**src/rtl/burst_pkg.sv**
```systemverilog
package burst_pkg;
  localparam logic [2:0] CMD_NOP   = 3'd0;
  localparam logic [2:0] CMD_MODE  = 3'd1;
  localparam logic [2:0] CMD_READ  = 3'd2;
  localparam logic [2:0] CMD_WRITE = 3'd3;
  localparam logic [2:0] CMD_STOP  = 3'd4;
  localparam logic [2:0] CMD_PRE   = 3'd5;

  // smallest read latency the data-valid pipeline supports
  localparam int LAT_MIN   = 2;
  localparam int LEN_LOG_W = 4;

  typedef struct packed {
    logic [LEN_LOG_W-1:0] len_log;   // log2 of burst length when not full page
    logic                 full;      // full-page burst
    logic                 ilv;       // interleaved ordering
    logic [2:0]           lat;       // read latency in clocks
    logic                 single_wr; // writes are one beat long
  } mode_t;
endpackage

```
**src/rtl/burst_mode_reg.sv**
```systemverilog
module burst_mode_reg
  import burst_pkg::*;
#(
  parameter int KEY_W   = 12,
  parameter int LAT_MAX = 3
) (
  input  logic             clk,
  input  logic             rst,
  input  logic             load,
  input  logic [KEY_W-1:0] key,
  output mode_t            mode
);
  logic [2:0] len_f;
  logic [2:0] lat_f;
  logic       ilv_f;
  logic       sw_f;
  logic       len_ok;
  logic       lat_ok;
  logic       rsv_ok;

  always_comb begin
    len_f  = key[2:0];
    ilv_f  = key[3];
    lat_f  = key[6:4];
    sw_f   = key[9];
    len_ok = (len_f <= 3'd3) || (len_f == 3'd7 && !ilv_f);
    lat_ok = (int'(lat_f) >= LAT_MIN) && (int'(lat_f) <= LAT_MAX);
    rsv_ok = (key[8:7] == 2'b00) && (key[KEY_W-1:10] == '0);
  end

  always_ff @(posedge clk) begin
    if (rst) begin
      mode.len_log   <= '0;
      mode.full      <= 1'b0;
      mode.ilv       <= 1'b0;
      mode.lat       <= 3'(LAT_MIN);
      mode.single_wr <= 1'b0;
    end else if (load && len_ok && lat_ok && rsv_ok) begin
      mode.full      <= (len_f == 3'd7);
      mode.len_log   <= (len_f == 3'd7) ? '0 : LEN_LOG_W'(len_f);
      mode.ilv       <= ilv_f;
      mode.lat       <= lat_f;
      mode.single_wr <= sw_f;
    end
  end
endmodule

```
**src/rtl/burst_col_gen.sv**
```systemverilog
module burst_col_gen
  import burst_pkg::*;
#(
  parameter int COL_W = 8,
  parameter int BYTES = 2
) (
  input  logic                 clk,
  input  logic                 rst,
  input  logic [2:0]           cmd,
  input  logic [COL_W-1:0]     col_in,
  input  logic [BYTES-1:0]     mask,
  input  logic [LEN_LOG_W-1:0] len_log,
  input  logic                 full_pg,
  input  logic                 ilv,
  input  logic                 single_wr,
  output logic [COL_W-1:0]     col_q,
  output logic                 beat_rd,
  output logic [BYTES-1:0]     wr_q
);
  logic             active;
  logic             is_wr;
  logic             ilv_b;
  logic             full_b;
  logic [COL_W-1:0] start;
  logic [COL_W-1:0] beat_k;
  logic [COL_W-1:0] wrap_m;
  logic [COL_W-1:0] new_m;
  logic [COL_W-1:0] nxt_col;
  logic             is_rw;
  logic             is_kill;
  logic             one_beat_wr;

  always_comb begin
    is_rw       = (cmd == CMD_READ) || (cmd == CMD_WRITE);
    is_kill     = (cmd == CMD_STOP) || (cmd == CMD_PRE) || (cmd == CMD_MODE);
    one_beat_wr = (cmd == CMD_WRITE) && single_wr;
    if (one_beat_wr)  new_m = '0;
    else if (full_pg) new_m = '1;
    else              new_m = COL_W'((1 << len_log) - 1);
    // interleave flips low bits; sequential adds within the wrap block
    if (ilv_b) nxt_col = start ^ beat_k;
    else       nxt_col = (start & ~wrap_m) | ((start + beat_k) & wrap_m);
  end

  always_ff @(posedge clk) begin
    if (rst) begin
      active  <= 1'b0;
      is_wr   <= 1'b0;
      ilv_b   <= 1'b0;
      full_b  <= 1'b0;
      start   <= '0;
      beat_k  <= '0;
      wrap_m  <= '0;
      col_q   <= '0;
      beat_rd <= 1'b0;
      wr_q    <= '0;
    end else if (is_rw) begin
      start   <= col_in;
      beat_k  <= COL_W'(1);
      wrap_m  <= new_m;
      ilv_b   <= ilv;
      full_b  <= full_pg && !one_beat_wr;
      is_wr   <= (cmd == CMD_WRITE);
      active  <= (new_m != '0);
      col_q   <= col_in;
      beat_rd <= (cmd == CMD_READ);
      wr_q    <= (cmd == CMD_WRITE) ? ~mask : '0;
    end else if (is_kill) begin
      active  <= 1'b0;
      beat_rd <= 1'b0;
      wr_q    <= '0;
    end else if (active) begin
      col_q   <= nxt_col;
      beat_k  <= beat_k + 1'b1;
      active  <= full_b || (beat_k != wrap_m);
      beat_rd <= !is_wr;
      wr_q    <= is_wr ? ~mask : '0;
    end else begin
      beat_rd <= 1'b0;
      wr_q    <= '0;
    end
  end
endmodule

```
**src/rtl/burst_rd_pipe.sv**
```systemverilog
module burst_rd_pipe
  import burst_pkg::*;
#(
  parameter int LAT_MAX = 3,
  parameter int BYTES   = 2
) (
  input  logic             clk,
  input  logic             rst,
  input  logic             beat_rd,
  input  logic [2:0]       lat,
  input  logic [BYTES-1:0] mask,
  output logic             rd_valid,
  output logic [BYTES-1:0] oe
);
  // beat_rd already carries one register; the rest of the latency lives here
  localparam int DEPTH = LAT_MAX - LAT_MIN + 1;

  logic [DEPTH-1:0] pipe;
  logic [BYTES-1:0] mask_d1;
  logic [BYTES-1:0] mask_d2;

  always_ff @(posedge clk) begin
    if (rst) begin
      pipe    <= '0;
      mask_d1 <= '0;
      mask_d2 <= '0;
    end else begin
      pipe[0] <= beat_rd;
      for (int i = 1; i < DEPTH; i++) pipe[i] <= pipe[i-1];
      mask_d1 <= mask;
      mask_d2 <= mask_d1;
    end
  end

  always_comb begin
    rd_valid = 1'b0;
    for (int i = 0; i < DEPTH; i++)
      if (int'(lat) == i + LAT_MIN) rd_valid = pipe[i];
    oe = rd_valid ? ~mask_d2 : '0;
  end
endmodule

```
**src/rtl/burst_colseq.sv**
```systemverilog
module burst_colseq
  import burst_pkg::*;
#(
  parameter int COL_W   = 8,
  parameter int KEY_W   = 12,
  parameter int BYTES   = 2,
  parameter int LAT_MAX = 3
) (
  input  logic             clk,
  input  logic             rst,
  input  logic [2:0]       cmd_i,
  input  logic [KEY_W-1:0] key_i,
  input  logic [COL_W-1:0] col_i,
  input  logic [BYTES-1:0] mask_i,
  output logic [COL_W-1:0] col_o,
  output logic             rd_valid_o,
  output logic [BYTES-1:0] wr_en_o,
  output logic [BYTES-1:0] oe_o
);
  mode_t mode_q;
  logic  beat_rd;

  burst_mode_reg #(.KEY_W(KEY_W), .LAT_MAX(LAT_MAX)) u_mode (
    .clk  (clk),
    .rst  (rst),
    .load (cmd_i == CMD_MODE),
    .key  (key_i),
    .mode (mode_q)
  );

  burst_col_gen #(.COL_W(COL_W), .BYTES(BYTES)) u_cols (
    .clk       (clk),
    .rst       (rst),
    .cmd       (cmd_i),
    .col_in    (col_i),
    .mask      (mask_i),
    .len_log   (mode_q.len_log),
    .full_pg   (mode_q.full),
    .ilv       (mode_q.ilv),
    .single_wr (mode_q.single_wr),
    .col_q     (col_o),
    .beat_rd   (beat_rd),
    .wr_q      (wr_en_o)
  );

  burst_rd_pipe #(.LAT_MAX(LAT_MAX), .BYTES(BYTES)) u_rdp (
    .clk      (clk),
    .rst      (rst),
    .beat_rd  (beat_rd),
    .lat      (mode_q.lat),
    .mask     (mask_i),
    .rd_valid (rd_valid_o),
    .oe       (oe_o)
  );
endmodule

```
**config.mk**
```make
export PLATFORM = sky130hd
export DESIGN_NAME = burst_colseq
export DESIGN_NICKNAME = d
export VERILOG_FILES = /design/src/rtl/burst_pkg.sv /design/src/rtl/burst_mode_reg.sv /design/src/rtl/burst_col_gen.sv /design/src/rtl/burst_rd_pipe.sv /design/src/rtl/burst_colseq.sv
export SDC_FILE = /design/constraint.sdc
export NUM_CORES = 1
export LEC_CHECK = 0
export ABC_AREA = 1
export BUFFER_PORTS_ARGS = -buffer_cell sky130_fd_sc_hd__buf_2
export CAP_MARGIN = 20
export CELL_PAD_IN_SITES_DETAIL_PLACEMENT = 1
export CELL_PAD_IN_SITES_GLOBAL_PLACEMENT = 2
export CORE_MARGIN = 3
export CORE_UTILIZATION = 31
export DETAILED_ROUTE_END_ITERATION = 6
export GPL_TIMING_DRIVEN = 0
export PLACE_DENSITY_LB_ADDON = 0.1
export SLEW_MARGIN = 15
export SYNTH_ARGS = -nofsm -noshare
export SYNTH_HDL_FRONTEND = slang
export SYNTH_SLANG_ARGS = --single-unit
```
**constraint.sdc**
```tcl
create_clock -name clk -period 2.5 [get_ports clk]
set_input_delay 0 -clock clk [delete_from_list [all_inputs] [get_ports clk]]
set_output_delay 0 -clock clk [all_outputs]
set_load 0.02 [all_outputs]
```
=== After elaboration in Yosys (flattened, before gate mapping) ===
Cells that the tools add are included.

* Bits of input ports: 27
* Register bits: 55

* Bitwise operators: 8
* Add/subtract/negate cells: 3
* Multiplexer cells: 24
* Reductions and logical operators: 23
* Equality and inequality tests: 10
* Shifts and indexed selects: 1
* $lt $le $gt $ge: 3

{| class="wikitable"
|+ Operator list
! operator !! count
|-
| 8-bit two-way mux || 6
|-
| 8-bit AND || 2
|-
| 3-bit == test (second input constant) || 5
|-
| 2-bit two-way mux || 6
|-
| 1-bit two-way mux || 11
|-
| 8-bit by 1-bit adder with 8-bit output (second input constant) || 1
|-
| 8-bit adder || 1
|-
| 1-bit logical AND || 8
|-
| 8-bit inequality test || 1
|-
| 8-bit inverter || 1
|-
| 8-bit bitwise OR || 1
|-
| 8-bit nonzero test || 1
|-
| 1-bit by 4-bit left shift with 8-bit output (first input constant) || 1
|-
| 8-bit by 2-bit subtractor with 8-bit output (second input constant) || 1
|-
| 8-bit XOR || 1
|-
| 3-bit by 2-bit == test with 1-bit output (second input constant) || 2
|-
| 3-bit by 2-bit less-or-equal comparator with 1-bit output (second input constant) || 2
|-
| 1-bit logical OR || 5
|-
| 2-bit logical NOT || 2
|-
| 2-bit inverter || 2
|-
| 2-bit AND reduction || 2
|-
| 3-bit by 1-bit == test with 1-bit output (second input constant) || 1
|-
| 3-bit by 2-bit greater-or-equal comparator with 1-bit output (second input constant) || 1
|-
| 1-bit logical NOT || 3
|-
| other kinds (5) || 5
|}

=== Depth between registers and ports, before layout ===
Gate-level depths: netlist (run 1).

* Depth after elaboration: 7
* Mapped depth: 11
* Gate-level depth less buffers: 11

=== Hierarchy ===
From an unflattened synthesis (run 1), not the netlist that was laid out.

* Cell total of the unflattened synthesis: 415
* Area total of the unflattened synthesis: 2,882.8 sq um

{| class="wikitable"
|+ Modules (own cells, without submodules)
! module !! times used !! area an instance (sq um) !! cells each !! sequential area each (sq um)
|-
| burst_col_gen || 1 || 2,228.4 || 322 || 780.7
|-
| burst_mode_reg || 1 || 421.7 || 62 || 180.2
|-
| burst_rd_pipe || 1 || 219.0 || 28 || 120.1
|-
| burst_colseq || 1 || 13.8 || 3 || 0.0
|}

=== Worst setup path before layout (run 1) ===
No wires, ideal clock.

* Path type: reg2reg
* Start point: register u_cols.beat_k[0]
* End point: register u_cols.col_q[4]
* Data arrival time: 1,694 ps
* Stages on the path, launching flop included: 11
* Clock period less this slack: 1,764 ps
* Path buffers: 0
* Slack: 736 ps
* Cell sequence: dfxtp_1 ha_1 inv_1 fa_1 nand3b_1 nand2_1 inv_1 or2_2 nand3_1 nand2_1 a21oi_1

* Word-level cells in the longest chain between the ends: 7

{| class="wikitable"
|+ RTL lines
! what !! RTL line !! source
|-
| start, declared || burst_col_gen.sv:25 || <nowiki>logic [COL_W-1:0] beat_k;</nowiki>
|-
| start signal, assigned || burst_col_gen.sv:74 || <nowiki>beat_k <= beat_k + 1'b1;</nowiki>
|-
| 8-bit adder || burst_col_gen.sv:42 || <nowiki>else nxt_col = (start & ~wrap_m) | ((start + beat_k) & wrap_m);</nowiki>
|-
| 8-bit AND || burst_col_gen.sv:42 ||
|-
| 8-bit bitwise OR || burst_col_gen.sv:42 ||
|-
| 8-bit two-way mux || burst_col_gen.sv:41 || <nowiki>if (ilv_b) nxt_col = start ^ beat_k;</nowiki>
|-
| 8-bit two-way mux || burst_col_gen.sv:72 || <nowiki>end else if (active) begin</nowiki>
|-
| 8-bit two-way mux || burst_col_gen.sv:68 || <nowiki>end else if (is_kill) begin</nowiki>
|-
| 8-bit two-way mux || burst_col_gen.sv:57 || <nowiki>end else if (is_rw) begin</nowiki>
|-
| end signal, assigned || burst_col_gen.sv:65 || <nowiki>col_q <= col_in;</nowiki>
|-
| end signal, assigned || burst_col_gen.sv:73 || <nowiki>col_q <= nxt_col;</nowiki>
|-
| end, declared || burst_col_gen.sv:16 || <nowiki>output logic [COL_W-1:0] col_q,</nowiki>
|}

No other way between the ends. The select of a mux whose other input is x is not followed.
A chain may end at the register's enable or synchronous reset.

=== Worst setup path in the final report (run 1) ===
Ends and elaborated chain as after synthesis.

==> metrics.yaml, run 1 <==
status: "finished clean"
post_cts_resized: 0
clock-sinks: 54
layout.cells.non_filler: 553
arrival_ns: 2.28
final_cell_mix: "79 x nand2_1, 61 x inv_1, 54 x dfxtp_1"
drtIter0Drc: 81
grt_usage_pct: 17.61
synthDistinctLibCells: 31
ys_top_cells_by_area: "dfxtp_1 40%, nand2_1 11%, inv_1 8.4%"
io_buffers: 39
diodes: 0
max_freq_mhz: 493.8
drive_gt1_share_pct: 13.84
ir_worst_vdd_uv: 217.4
row_count: 33
pre_cts_slack_ns: 0.4845
slew_headroom_pct: 58.64
wl_per_cell_microns: 14.89
start_util_pct: 32.42
clock_latency_ns: 0.32
p_per_area_nw_per_um2: 522.6
cts_hold_buffers: 14
synthFlopType: "dfxtp_1"
dieArea_sq_um: 9926
syn_area_per_cell_sq_um: 7.022
die-height_microns: 99.63
drt-pass1-iter-count: 4
syn_nets: 424
period_needed_ns: 2.025
async_reset_ff_share_pct: 0
placed_cells: 531
dr_total_vias: 2676
grt_max_degree: 19
root_buffer: "clkbuf_8"
skew_ns: 0.005293
gp_congestion: 0.7931
hpwlAfterDp_microns: 6325
synth_edf_count: 0
cap_violations: 0
ant_nets: 0
nets: 484
leakage_nw: 1.466
ys_ff_latch: 54
critical_path.startpoint: "u_cols.beat_k[0]"
netlist_area_sq_um: 2718
max-clock-path-buffers: 2
holdCritPathClass: "primary input to flop"
grt_antenna_before_repair: 0
post-cts-setup-buffer-count: 0
crit_type: "flop to flop"
grt_setup_unrepaired: "false"
ys_seq_area_share_pct: 39.78
syn2layout_area_growth_pct: 21.50
yosysTopAreaCellShare_pct: 39.78
overflow: 0
tns_ns: 0
ctsHtreeMaxLevel: 2
final_common_cell: "nand2_1"
finalPower_w: 0.001726
synth_warnings: 0
period_share_pct: 81.01
path_clk_slew_ns: 0.11
synth_top_area_cell: "dfxtp_1"
cp_slowest_stage_delay_ns: 0.46
avgViaCountPerCell: 4.839
r2r-start: "u_cols.beat_k[0]"
slew_violations: 0
startpoint_type: "flop"
cp-end-kind: "flop"
crit_path_max_fanout: 5
fin_hold_ws_ns: 0.09064
cts_tree: "built"
dieWidth_microns: 99.63
worstHoldStart: "cmd_i[2]"
setup_ws_ns: 0.4748
core_sq_um: 8382
cp_cell_sequence: "ha_1 > inv_1 > fa_1 > nand3b_1 > nand2_1 > inv_1 > or2_2 > nand3_1 > nand2_1 > a21oi_1"
worstMarginPinSlew_ns: 0.6205
hold_viol_final: 0
grt_first_pass_wirelength_microns: 13660
setup_viol: 0
grt_pass1_vias: 2819
cp.required_ns: 2.76
cts_buffers: 5
worst_path_max_delay_cell: "dfxtp_1"
postRouteWirelength_microns: 8232
synthCells: 387
drc: 0
ios: 40
## power by group
group | switching [W] | internal (W) | leakage [nW]
clock | 0.000326 | 0.000306 | 0.0563
combinational | 0.000117 | 0.0000781 | 0.971
sequential | 0.0000154 | 0.000884 | 0.439
## state kept, by name, summed over array words and instances (netlist names)
name / cells
u_mode.mode: 9
u_cols.beat_k: 8
u_cols.col_q: 8
u_cols.start: 8
u_cols.wrap_m: 8
u_cols.wr_q: 2
u_rdp.mask_d1: 2
u_rdp.mask_d2: 2
u_rdp.pipe: 2
u_cols.active: 1
u_cols.beat_rd: 1
u_cols.full_b: 1
u_cols.ilv_b: 1
u_cols.is_wr: 1
## through the flow
step                      cell area (sq um)  utilization (%)
after detailed placement               3044            36.32
final                                  3302            39.39
after floorplan                        2718                -
after global placement                 3044            36.32
after global routing                   3302            39.39
after CTS                              3302            39.39
## cell usage after synthesis, types with 3 or more instances
cell type,instances
a21oi_1,25
clkbuf_1,3
dfxtp_1,54
ha_1,9
inv_1,61
nand2_1,79
nand3_1,25
nand4_1,3
nor2_1,38
nor2_4,4
nor3_1,9
o211ai_1,4
o21ai_0,33
o22ai_1,12
or2_2,3
xnor2_1,3
xor2_1,3
## area by class of cell
cell class / count / area, sq um
Buffer: 6 / 32.53
Clock buffer: 5 / 68.82
Clock inverter: 3 / 48.80
Fill cell: 1125 / 5080
Inverter: 63 / 236.5
Multi-Input combinational cell: 264 / 1368
Sequential cell: 54 / 1081
Tap cell: 105 / 131.4
Timing Repair Buffer: 53 / 335.3
## worst max-delay path, delay by kind of cell (launching register included)
family / cells / cell delay [ns]
simple gates: 5 / 0.66
flops: 1 / 0.46
buf+inv: 2 / 0.11
compound gates: 1 / 0.12
fa+ha+maj: 2 / 0.62
## cells by family (layout without fill, tap and decap cells)
family | Yosys count | count (layout) | synth area share, %
AO/OA/AOI/OAI | 81 | 81 | 16.62
flip-flops | 54 | 54 | 39.78
AND/OR/NAND/NOR | 167 | 167 | 26.89
XOR/XNOR | 6 | 6 | 1.934
adder cells (fa/ha/maj) | 10 | 10 | 4.880
buffers and inverters | 69 | 130 | 9.899
## final timing paths
check                                         to  slack (ns)  cells after the start
worst max register to register   u_cols.col_q[4]        0.47                     10
worst min-delay path                u_cols.is_wr        0.09                      4
worst max-delay path             u_cols.col_q[4]        0.47                     10
worst min register to register  u_rdp.mask_d2[0]        0.41                      2
## routing by layer
layer,vias to the layer above,GRT usage (%),wire length [microns]
met5,-,0,0
met3,8,2.314,206
met4,0,4.727,83
met1,1254,20.58,3683
li1,1378,-,-
met2,36,33.42,4257
No activity file was read; power rests on OpenSTA's default activity.
==> inputs of run 2 (changes only) <==
- clock period: 2.5 -> 1.9 ns (I/O delays scaled with it)
==> run 2 against run 1 <==
Register-to-register slack got worse by 0.37 ns. Sequential share of layout area decreased by 0.19 points. Worst hold slack improved by 0.0013 ns. Cell area increased by 1.7%. Final cell count increased by 0.54%. First-iteration DRC count decreased by 20%. Non-clock buffer count increased by 3. Clock skew increased by 0.0010 ns. Maximum frequency increased by 13%. Power increased by 32%. Sequential power increased by 31%. Worst setup slack got worse by 0.37 ns. Critical endpoint unchanged. Largest cell class unchanged. Largest power group unchanged.
==> metrics.yaml, run 2 (synthesized netlist as in run 1, its figures left out) <==
avgViaCountPerCell: 4.851  # +0.24%
final_cell_mix: "78 x nand2_1, 59 x inv_1, 48 x dfxtp_1"
max-clock-path-buffers: 2  # unchanged
diodes: 0  # unchanged
startpoint_type: "flop"
path_clk_slew_ns: 0.11  # about the same
nets: 487  # +0.62%
pre_cts_slack_ns: -0.1155  # -0.6000 ns
crit_type: "flop to flop"
overflow: 0  # unchanged
critical_path.startpoint: "u_cols.beat_k[0]"
fin_hold_ws_ns: 0.09196  # +0.001320 ns
ios: 40  # unchanged
cp_slowest_stage_delay_ns: 0.39  # -0.07 ns
tns_ns: 0  # unchanged
clock-sinks: 54  # unchanged
cap_violations: 0  # unchanged
clock_latency_ns: 0.32  # about the same
period_share_pct: 94.30  # +13 points
dr_total_vias: 2697  # +0.78%
hold_viol_final: 0  # unchanged
period_needed_ns: 1.792  # -0.2335 ns
cp_cell_sequence: "ha_4 > inv_2 > fa_2 > nand3b_1 > nand2_2 > inv_2 > or2_2 > nand3_2 > nand2_1 > a21oi_1"
skew_ns: 0.006293  # +0.0009996 ns
nFillCells: 1125  # unchanged
multi_input_area_sq_um: 1390  # +1.6%
drc: 0  # unchanged
cts_tree: "built"
slew_headroom_pct: 57.83  # -0.80 points
drt-pass1-iter-count: 4  # unchanged
crit_path_max_fanout: 3  # -2
ctsHtreeMaxLevel: 2  # unchanged
gp_congestion: 0.7931  # unchanged
cp-end-kind: "flop"
regArea_sq_um: 1094  # +1.2%
cts_buffers: 5  # unchanged
start_util_pct: 32.42  # unchanged
worst_path_max_delay_cell: "dfxtp_4"
grt_first_pass_wirelength_microns: 13660  # unchanged
holdCritPathClass: "primary input to flop"
dieWidth_microns: 99.63  # unchanged
postRouteWirelength_microns: 8370  # +1.7%
core_sq_um: 8382  # unchanged
syn2layout_area_growth_pct: 23.62
hpwlAfterDp_microns: 6325  # unchanged
largest_register_ffs: 9  # unchanged
drive_gt1_share_pct: 17.07  # +3.2 points
grt_setup_unrepaired: "false"
root_buffer: "clkbuf_8"
ant_nets: 0  # unchanged
io_buffers: 39  # unchanged
setup_viol: 0  # unchanged
grt_pass1_vias: 2819  # unchanged
slew_violations: 0  # unchanged
crit_path_frequent_cell: "inv_2"
grt_antenna_before_repair: 0  # unchanged
status: "finished clean"
ir_worst_vdd_uv: 286.8  # +32%
die-height_microns: 99.63  # unchanged
wl_per_cell_microns: 15.05  # +1.1%
grt_usage_pct: 17.61  # unchanged
layout.cells.non_filler: 556  # +0.54%
leakage_nw: 1.485  # +1.3%
regMostFlops: "u_mode.mode"
worstHoldStart: "key_i[1]"
arrival_ns: 2.05  # -0.23 ns
max_freq_mhz: 558.1  # +13%
setup_ws_ns: 0.1084  # -0.3665 ns
r2r-start: "u_cols.beat_k[0]"
placed_cells: 531  # unchanged
drtIter0Drc: 65  # -20%
worstMarginPinSlew_ns: 0.6325  # +0.01203 ns
row_count: 33  # unchanged
grt_max_degree: 19  # unchanged
cp.required_ns: 2.16  # -0.60 ns
dieArea_sq_um: 9926  # unchanged
p_per_area_nw_per_um2: 678.5  # +30%
final_common_cell: "nand2_1"
==> run 2: cell count changes in the layout (fill, tap and decap cells not counted), sizes merged <==
cell	before	now
buf	42	45
==> run 2: critical path: cells and delay by family, from the launching register on <==
family / cells / cell delay [ns]
compound gates: 1 / 0.13
fa+ha+maj: 2 / 0.49
buf+inv: 2 / 0.08
flops: 1 / 0.39
simple gates: 5 / 0.65
==> run 2: through the flow <==
step | area (sq um) | total power (W) | util [%]
2_1_floorplan | 2718 | 0.001348 | -
3_3_place_gp | 3044 | 0.001441 | 36.32
3_5_place_dp | 3044 | 0.001447 | 36.32
4_1_cts | 3309 | 0.002312 | 39.48
5_1_grt | 3359 | 0.002388 | 40.08
6_report | 3359 | 0.002279 | 40.08
==> run 2: metal layers <==
metal  vias to the layer above  global-route usage, %  share of wire [%]
met5                         -                      0                  0
met4                         0                  4.727               0.99
met3                         8                  2.314                2.2
met2                        36                  33.42                 52
met1                      1269                  20.58                 45
li1                       1384                      -                  -
==> run 2: final timing paths <==
| kind | end | slack, ns | cells after the start |
|---|---|---|---|
| setup / recovery | u_cols.col_q[4] | 0.11 | 10 |
| hold / removal | u_mode.mode[7] | 0.09 | 5 |
| setup reg to reg | u_cols.col_q[4] | 0.11 | 10 |
| hold reg to reg | u_rdp.mask_d2[0] | 0.41 | 2 |
==> run 2: power breakdown <==
| part | switching, W | internal, W |
|---|---|---|
| Clock | 0.000432 | 0.000402 |
| Sequential | 0.0000202 | 0.00116 |
| Combinational | 0.000156 | 0.000107 |
| Total | 0.000608 | 0.00167 |
==> run 2: what timing repair did <==
item,in CTS,in global routing
cloned,0,0
gates resized for setup,4,12
endpoints found under the hold margin,18,0
setup endpoints to repair,2,4
setup buffers,0,3
pin swaps,0,4
hold buffers,14,0
==> run 2: cell type report <==
type | count | area share, %
clock inverters | 3 | 1.453
repair buffers | 56 | 10.65
well taps | 105 | 3.911
flip-flops and latches | 54 | 32.55
plain buffers | 6 | 0.9683
multi-input cells | 264 | 41.38
clock buffers | 5 | 2.048
inverters | 63 | 7.039
==> inputs of run 3 (changes only) <==
- CORE_UTILIZATION: 31 -> 32
- RECOVER_POWER: unset -> 25
- SYNTH_HIERARCHICAL: unset -> 1
- clock period: 1.9 -> 1.8 ns (I/O delays scaled with it)
==> run 3 against run 2 <==
First-iteration DRC count is the same. Register-to-register slack lost 0.02 ns. Power grew 10%. Maximum frequency grew 4.4%. Critical path type unchanged. Combinational power grew 48%. Sequential share of layout area shrank 1.3 points. Die area grew 2.6%. Global-route usage grew 0.50 points. Cell area grew 3.8%. Largest cell class unchanged. Clock-buffer cell count is the same. Sequential power grew 8%. Synthesized area grew 6.1%.
==> metrics.yaml, run 3 <==
setup_viol: 0  # unchanged
ir_worst_vdd_uv: 316.3  # +10%
max-clock-path-buffers: 2  # unchanged
power_frac_clock_pct: 33.9  # -2.7 points
startpoint_type: "flop"
synth_warnings: 6  # +6
skew_ns: 0.008220  # +0.001928 ns
finalPower_w: 0.002516  # +10%
crit_path_max_fanout: 3  # unchanged
clock-sinks: 54  # unchanged
row_count: 33  # unchanged
die-height_microns: 100.9  # +1.3%
period_needed_ns: 1.716  # -0.07533 ns
synthFlopType: "dfxtp_1"
io_buffers: 39  # unchanged
ys_ff_latch: 54  # unchanged
setup_ws_ns: 0.08368  # -0.02467 ns
core_sq_um: 8464  # +0.99%
syn2layout_area_growth_pct: 20.96
p_sw_w: 0.0007141  # +17%
synthDistinctLibCells: 40  # +29%
avgViaCountPerCell: 4.931  # +1.7%
arrival_ns: 1.97  # -0.08 ns
dieArea_sq_um: 10180  # +2.6%
holdPathStages: 5  # unchanged
wl_per_cell_microns: 15.28  # +1.5%
postRouteWirelength_microns: 8860  # +5.9%
top_layer_used: "met4"
swShare_pct: 28.39  # +1.7 points
async_reset_ff_share_pct: 0  # unchanged
leakage_nw: 1.519  # +2.3%
ant_nets: 0  # unchanged
path_clk_slew_ns: 0.11  # about the same
cp-end-kind: "flop"
synth_common_cells: "86 x nand2_1, 66 x inv_1, 54 x dfxtp_1"
nFillCells: 1103  # -2.0%
dr_total_vias: 2860  # +6.0%
start_util_pct: 34.06  # +1.6 points
holdCritPathClass: "primary input to flop"
syn_area_per_cell_sq_um: 6.946  # -1.1%
syn_nets: 452  # +6.6%
cp.required_ns: 2.06  # -0.10 ns
r2r-end: "u_cols/col_q[4]"
nets: 511  # +4.9%
grt_antenna_before_repair: 0  # unchanged
seq_power_share_pct: 50.6  # -1.2 points
yosysTopAreaCellShare_pct: 37.50  # -2.3 points
grt_first_pass_wirelength_microns: 14390  # +5.3%
grt_max_degree: 18  # -1
cp_cell_sequence: "ha_4 > inv_2 > fa_2 > inv_2 > nand3_2 > nand2_2 > inv_1 > or2_4 > nand3_2 > nand2_2 > a21oi_1"
final_common_cell: "nand2_1"
diodes: 0  # unchanged
placed_cells: 559  # +5.3%
worstMarginPinSlew_ns: 0.6736  # +0.04113 ns
synth_edf_count: 0  # unchanged
slew_violations: 0  # unchanged
largest_register_ffs: 9  # unchanged
cts_buffers: 5  # unchanged
drive_gt1_share_pct: 16.84  # -0.23 points
ios: 40  # unchanged
period_share_pct: 95.35  # +1.1 points
slew_headroom_pct: 55.09  # -2.7 points
drt-pass1-iter-count: 4  # unchanged
ctsHtreeMaxLevel: 2  # unchanged
netlist_area_sq_um: 2883  # +6.1%
gp_congestion: 0.8880  # +12%
synth_top_area_cell: "dfxtp_1"
cp_slowest_stage_delay_ns: 0.38  # about the same
wl_met2_microns: 4627  # +6.4%
final_cell_mix: "84 x nand2_1, 64 x inv_1, 49 x dfxtp_1"
cts_tree: "built"
root_buffer: "clkbuf_8"
wl_met1_microns: 3908  # +4.2%
ys_seq_area_share_pct: 37.50  # -2.3 points
ys_top_cells_by_area: "dfxtp_1 38%, nand2_1 11%, inv_1 8.6%"
p_per_area_nw_per_um2: 721.4  # +6.3%
synth_most_common_cell: "nand2_1"
crit_type: "flop to flop"
rrSetupSlack_ns: 0.08  # -0.02 ns
r2r_cells: 11  # +1
drtIter0Drc: 65  # unchanged
p_int_w: 0.001801  # +7.8%
grt_usage_pct: 18.11  # +0.50 points
regMostFlops: "u_mode/mode"
combPwrFrac_pct: 15.5  # +3.9 points
r2r-start: "u_cols/beat_k[0]"
synthCells: 415  # +7.2%
drc: 0  # unchanged
overflow: 0  # unchanged
grt_pass1_vias: 2928  # +3.9%
met3_length_microns: 194  # +4.3%
clock_latency_ns: 0.31  # about the same
worst_path_max_delay_cell: "fa_2"
layout.cells.non_filler: 580  # +4.3%
cap_violations: 0  # unchanged
worstHoldStart: "key_i[4]"
hold_path_end: "u_mode/mode[1]"
status: "finished clean"
max_freq_mhz: 582.6  # +4.4%
cp_top_family: "adder cells"
hold_viol_final: 0  # unchanged
hpwlAfterDp_microns: 6742  # +6.6%
pre_cts_slack_ns: -0.2282  # -0.1127 ns
critPathBufInv: 3  # +1
dieWidth_microns: 100.9  # +1.3%
run 3: area by class of cell:
class	count	area, sq um	share of cell area, %
Multi-Input combinational cell	283	1520	43.60
Sequential cell	54	1090	31.25
Timing Repair Buffer	52	310.3	8.898
Inverter	70	266.5	7.643
Tap cell	105	131.4	3.767
Clock buffer	5	68.82	1.973
Buffer	8	55.05	1.579
Clock inverter	3	45.04	1.292
run 3: what timing repair did:
item,CTS,global route
resized for setup,7,11
setup buffers,1,1
hold buffers,11,0
hold endpoints to repair,17,0
pin swaps,1,4
setup endpoints to repair,2,5
run 3: cells by family (layout without fill, tap and decap cells):
group                    after synthesis  count (layout)  synth area share, %
AO/OA/AOI/OAI                         84              84                16.62
XOR/XNOR                               6               6                1.823
adder cells (fa/ha/maj)               10              10                4.601
buffers and inverters                 78             138                11.15
flip-flops                            54              54                37.50
other                                  1               1               0.1301
AND/OR/NAND/NOR                      182             182                28.17
run 3: through the flow:
| step | TNS, ns | hold WS [ns] | cell area (sq um) | utilization [%] |
|---|---|---|---|---|
| after floorplan | 0 | 0.07118 | 2883 | - |
| after global placement | -0.3824 | 0.1775 | 3209 | 37.92 |
| after detailed placement | -0.3926 | 0.1825 | 3209 | 37.92 |
| after CTS | 0 | 0.007748 | 3453 | 40.80 |
| after global routing | -0.001865 | 0.02648 | 3487 | 41.20 |
| final | 0 | 0.01316 | 3487 | 41.20 |
run 3: tightest hold or removal path, stage by stage:
cell	delay, ns
buf_2	0.09
inv_1	0.04
nand3_1	0.07
nand2_1	0.06
nor2_1	0.04
run 3: metal layers:
layer	track usage, %	vias to the layer above
li1	-	1465
met1	21.31	1355
met2	33.77	31
met3	3.114	9
met4	4.499	0
met5	0	-
run 3: power by group through the flow:
stage / logic (W) / registers (W) / clock network [W]
after floorplan: 0.000209 / 0.00131 / 0
after global placement: 0.000359 / 0.00130 / 0
after detailed placement: 0.000364 / 0.00130 / 0
after CTS: 0.000390 / 0.00127 / 0.000892
after global routing: 0.000439 / 0.00128 / 0.000939
final: 0.000390 / 0.00127 / 0.000854
run 3: how the worst max path moves through the flow:
| stage | from | end | slack, ns | cells after the start |
|---|---|---|---|---|
| 2_1_floorplan | u_cols/beat_k[0] | u_cols/col_q[4] | 0.03 | 11 |
| 3_3_place_gp | u_cols/beat_k[0] | u_cols/col_q[4] | -0.23 | 11 |
| 3_5_place_dp | u_cols/beat_k[0] | u_cols/col_q[4] | -0.23 | 11 |
| 4_1_cts | u_mode/mode[8] | u_cols/active | 0.01 | 8 |
| 5_1_grt | u_cols/beat_k[0] | u_cols/col_q[4] | -0.002 | 11 |
| 6_report | u_cols/beat_k[0] | u_cols/col_q[4] | 0.08 | 11 |
